File: src/rtl/vdiv_field_ctrl.sv
module vdiv_field_ctrl #(
  parameter int CW     = 10,
  parameter int VS_LEN = 6,
  parameter int NC_MAX = 7,
  parameter int NC_TOP = 6,
  parameter int NC_MID = 3,
  parameter int G50    = 488,
  parameter int WL50   = 622,
  parameter int E50    = 626,
  parameter int WH50   = 628,
  parameter int TO50   = 722,
  parameter int G60    = (G50  * 525 + 312) / 625,
  parameter int WL60   = (WL50 * 525 + 312) / 625,
  parameter int E60    = (E50  * 525 + 312) / 625,
  parameter int WH60   = (WH50 * 525 + 312) / 625,
  parameter int TO60   = (TO50 * 525 + 312) / 625
) (
  input  logic          clk,
  input  logic          rst_n,
  input  logic          hen_i,
  input  logic          vsync_i,
  input  logic          lock_i,
  input  logic [1:0]    force_i,
  output logic          vs_o,
  output logic          f60_o,
  output logic [CW-1:0] line_cnt_o
);

  localparam int NW = $clog2(NC_MAX + 1);
  localparam int VW = $clog2(VS_LEN + 1);

  typedef enum logic [2:0] {S_COUNT, S_TRUST, S_WAIT, S_PROB, S_SEARCH, S_ARM} st_t;

  st_t           st, st_n;
  logic [CW-1:0] cnt, cnt_n;
  logic [NW-1:0] nc;
  logic [VW-1:0] vs_left;
  logic          vs_q, bad, f60;
  logic          up, dn, vs_start, flip;

  wire vs_rise = vsync_i & ~vs_q;
  wire frc60   = (force_i == 2'b01);
  wire frc50   = (force_i == 2'b10);
  wire autom   = ~(frc60 | frc50);

  wire [CW-1:0] cnt_nxt = cnt + CW'(1);
  wire [CW-1:0] g_th  = f60 ? CW'(G60)  : CW'(G50);
  wire [CW-1:0] wl_th = f60 ? CW'(WL60) : CW'(WL50);
  wire [CW-1:0] wh_th = f60 ? CW'(WH60) : CW'(WH50);
  wire [CW-1:0] e_th  = f60 ? CW'(E60)  : CW'(E50);
  wire [CW-1:0] ol_th = f60 ? CW'(WL50) : CW'(WL60);
  wire [CW-1:0] oh_th = f60 ? CW'(WH50) : CW'(WH60);
  wire [CW-1:0] to_th = (f60 && !autom) ? (lock_i ? CW'(TO60) : CW'(WH60))
                                        : (lock_i ? CW'(TO50) : CW'(WH50));

  wire in_win = (cnt > wl_th) && (cnt < wh_th);
  wire in_oth = (cnt > ol_th) && (cnt < oh_th);
  wire penal  = bad && (st != S_SEARCH);

  st_t grade_st;
  always_comb begin
    if (nc >= NW'(NC_TOP))      grade_st = S_TRUST;
    else if (nc >= NW'(NC_MID)) grade_st = S_PROB;
    else                        grade_st = S_SEARCH;
  end

  always_comb begin
    st_n = st;
    cnt_n = cnt;
    up = 1'b0;
    dn = 1'b0;
    vs_start = 1'b0;
    flip = 1'b0;
    case (st)
      S_COUNT: begin
        if (hen_i) begin
          cnt_n = cnt_nxt;
          if (cnt_nxt == g_th) st_n = grade_st;
        end
      end
      S_TRUST: begin
        if (vs_rise && in_win) begin
          st_n = S_ARM;
          up = 1'b1;
        end else if (hen_i) begin
          cnt_n = cnt_nxt;
          if (cnt_nxt == wl_th) vs_start = 1'b1;
          if (cnt_nxt == e_th)  st_n = S_WAIT;
        end
      end
      S_WAIT: begin
        if (vs_rise && in_win) begin
          st_n = S_ARM;
          up = 1'b1;
        end else if (hen_i) begin
          cnt_n = '0;
          st_n = S_COUNT;
          dn = 1'b1;
        end
      end
      S_PROB: begin
        if (vs_rise && in_win) begin
          st_n = S_ARM;
          up = 1'b1;
          vs_start = 1'b1;
        end else if (hen_i) begin
          if (cnt_nxt == wh_th) begin
            cnt_n = '0;
            st_n = S_COUNT;
            dn = 1'b1;
          end else begin
            cnt_n = cnt_nxt;
          end
        end
      end
      S_SEARCH: begin
        if (vs_rise) begin
          st_n = S_ARM;
          vs_start = 1'b1;
          if (in_win) up = 1'b1;
          else begin
            dn = 1'b1;
            flip = autom && in_oth;
          end
        end else if (hen_i) begin
          if (cnt_nxt == to_th) begin
            cnt_n = '0;
            st_n = S_COUNT;
            dn = 1'b1;
          end else begin
            cnt_n = cnt_nxt;
          end
        end
      end
      S_ARM: begin
        if (hen_i) begin
          cnt_n = '0;
          st_n = S_COUNT;
        end
      end
      default: st_n = S_COUNT;
    endcase
  end

  always_ff @(posedge clk) begin
    if (!rst_n) begin
      st      <= S_COUNT;
      cnt     <= '0;
      nc      <= '0;
      bad     <= 1'b0;
      vs_q    <= 1'b0;
      vs_left <= '0;
      f60     <= 1'b0;
    end else begin
      st   <= st_n;
      cnt  <= cnt_n;
      vs_q <= vsync_i;
      if (up) begin
        bad <= 1'b0;
        if (penal) begin
          if (nc != '0) nc <= nc - NW'(1);
        end else if (nc != NW'(NC_MAX)) begin
          nc <= nc + NW'(1);
        end
      end else if (dn) begin
        bad <= 1'b1;
        if (nc != '0) nc <= nc - NW'(1);
      end
      if (vs_start)                    vs_left <= VW'(VS_LEN);
      else if (hen_i && vs_left != '0) vs_left <= vs_left - VW'(1);
      if (frc60)      f60 <= 1'b1;
      else if (frc50) f60 <= 1'b0;
      else if (flip)  f60 <= ~f60;
    end
  end

  assign vs_o       = (vs_left != '0);
  assign f60_o      = f60;
  assign line_cnt_o = cnt;

endmodule


File: config.mk
export PLATFORM = sky130hd
export DESIGN_NAME = vdiv_field_ctrl
export DESIGN_NICKNAME = d
export VERILOG_FILES = /design/src/rtl/vdiv_field_ctrl.sv
export SDC_FILE = /design/constraint.sdc
export NUM_CORES = 1
export LEC_CHECK = 0
export BUFFER_PORTS_ARGS = -buffer_cell sky130_fd_sc_hd__buf_4
export CAP_MARGIN = 30
export CORE_UTILIZATION = 45
export DETAILED_ROUTE_END_ITERATION = 12
export GPL_TIMING_DRIVEN = 1
export SYNTH_ARGS = -nofsm -noshare
export SYNTH_HDL_FRONTEND = slang
export SYNTH_SLANG_ARGS = --single-unit
File: constraint.sdc
create_clock -name clk -period 3.75 [get_ports clk]
set_input_delay 0.75 -clock clk [delete_from_list [all_inputs] [get_ports clk]]
set_output_delay 0.75 -clock clk [all_outputs]
set_load 0.005 [all_outputs]
==> qor.txt <==
Status: finished, final reports clean
Die height: 74.1 um
Area grow syn2layout: 10.7%
Worst-Margin Slew: 0.543 ns
Most common cell in the netlist: nand2_1
Max-cap violations: 0
Wirelength per Cell: 14.8 um
Post-Route Utilization: 0.532
Crit path time final: 3.15 ns
Slew headroom: 0.635
Die width: 74.1 um
Sum of negative setup slack: 0 ns
Synthesized area: 2340 um^2
Final setup viols: 0
Reg clk slew, reported paths: 0.10 ns
HPWL after DPL: 4470 um
Initial antenna violation count: 0
Leakage power: 1.02 nW
RSZ-0062 raised after global routing: no
Routability cong.: 0.846
Syn avg cell area: 7.44 um^2
Highest Clock Rate: 318 MHz
Worst setup SP type: flop
Register area: 440 um^2
Die ar.: 5500 um^2
Fin. max-slew vios: 0
First-pass iteration count of the detailed router: 4
DRT Wirelength: 5850 um
FF+latch count, synth: 22
Share of cells above drive strength 1: 0.138
GRT Overall Usage: 0.226
Core Region: 4880 um^2
Final Hold Vio Count: 0
Async SR Flop Fraction: 0
DRT antenna net count: 0
Total CTS buffers: 3
Via count: 2233
Post-cts sizing count: 0
# rows: 25
Peak VDD IR: 0.000132 V
I/O pins: 19
GRT overflow: 0
Cell Pwr Density: 257 nW/um^2
Synth area leader: dfxtp_1
CP required: 3.90 ns
WHS: 0.530 ns
Input/output buffers: 18
DR vias/cell: 5.67
Synth Flop Type: dfxtp_1
# DRC: 0
Sequential share of the synthesized area: 0.188
Synth Instances: 315
Final clock skew: 0.00649 ns
Top cells by instance count after synthesis: nand2_1, nor2_1, ha_1
Clk_lat worst skew: 0.27 ns
Top cell type's share of synthesized area: 0.188
# hold bufs at CTS: 0
WP data arrival: 3.29 ns
Clk root buf: clkbuf_8
Vias in the first global route: 1981
Final #Nets: 361
CTS sink cnt: 22
H-tree Lvls: 1
Area of the multi-input gates: 1740 um^2
CTS tree: built
Post-route cell area: 2590 um^2
Fillers: 513
Ys Warns: 0
CTS Buffer Depth: 2
Initial Util: 0.480
Syn_nets: 348
Largest net degree at the start of global routing: 16
Post-CTS Setup Bufs: 0
Top post-synthesis cells by area: dfxtp_1, ha_1, nand2_1
Unique masters post-synth: 64
Post-synth EDFFs: 0
First-pass GRT wire length: 9640 um
Worst Setup End Kind: flop
CP Max Fanout: 9
Part of the cycle the worst path needs: 0.840
Initial drt markers: 157
Diodes inserted: 0
Kind of critical path: reg2reg
Placed Area: 2520 um^2
Min-Delay Path Class: reg2reg
cells in the final DEF, fill, tap and decap left out, drive strengths merged, types with 2 or more instances in the layout:
master and count:
or3b 2, nand2 31, and2 6, or3 6, o31ai 2, a31oi 5
or4 2, nand2b 4, nor3b 2, nor4b 2, dfxtp 22, xor2 5
mux2 2, xnor2 12, a2111oi 2, inv 19, nand3 18, a22oi 2
a311oi 2, nor2 30, o21a 2, and3 7, o21ai 14, o32ai 2
a211oi 3, buf 25, ha 26, nor2b 7, nor3 10, a21oi 23
clkbuf 3, nand4 7
area by class of cell:
type / count / area share
well taps: 67 / 0.0323
clock inverters: 1 / 0.0116
multi-input cells: 256 / 0.669
clock buffers: 3 / 0.0159
repair buffers: 25 / 0.0724
flip-flops and latches: 22 / 0.170
inverters: 20 / 0.0289
kinds of logic after synthesis:
group / count (synthesis) / share of synthesized area
compound gates: 71 / 0.208
xor+xnor: 17 / 0.0636
fa+ha+maj: 26 / 0.139
buf+inv: 37 / 0.0710
flops: 22 / 0.188
mux: 3 / 0.0139
simple gates: 139 / 0.316
through the flow:
stage               cells  setup slack (ns)  power, mW
CTS                   394             0.607      0.677
global route          394             0.362      0.709
global placement      390             0.405      0.435
detailed placement    390             0.370      0.439
floorplan             315             0.657      0.384
finish                394             0.602      0.667
final timing paths:
| check | startpoint | to | slack (ns) | depth (start not counted) |
|---|---|---|---|---|
| max | f60_o | nc[1] | 0.60 | 10 |
| min reg2reg | bad | bad | 0.53 | 2 |
| max reg2reg | f60_o | nc[1] | 0.60 | 10 |
| min | bad | bad | 0.53 | 2 |
worst max-delay path: stages (launching register included):
cell      delay (ns)
dfxtp_1         0.34
clkinv_1        0.30
ha_1            0.44
and2_1          0.17
o32ai_2         0.35
nand3_1         0.24
a21oi_1         0.25
mux2_2          0.38
a221oi_1        0.31
mux2_2          0.20
nor2_1          0.03
state kept, by name, indices dropped and copies added (netlist names):
signal      count
nc              3
st              3
line_cnt_o     10
vs_q            1
bad             1
vs_left         3
f60_o           1
power breakdown:
part | total, mW | switching [mW] | internal [mW]
Clock | 0.235 | 0.0918 | 0.143
Sequential | 0.259 | 0.0104 | 0.249
Combinational | 0.173 | 0.0952 | 0.0781
routing by layer:
| metal | part of all wire | global-route usage | vias up |
|---|---|---|---|
| met2 | 0.43 | 0.357 | 49 |
| li1 | - | - | 1152 |
| met4 | 0.0041 | 0.0449 | 0 |
| met1 | 0.52 | 0.335 | 1030 |
| met3 | 0.044 | 0.0176 | 2 |
| met5 | 0 | 0 | - |
Power figures use the tool's default switching activity.
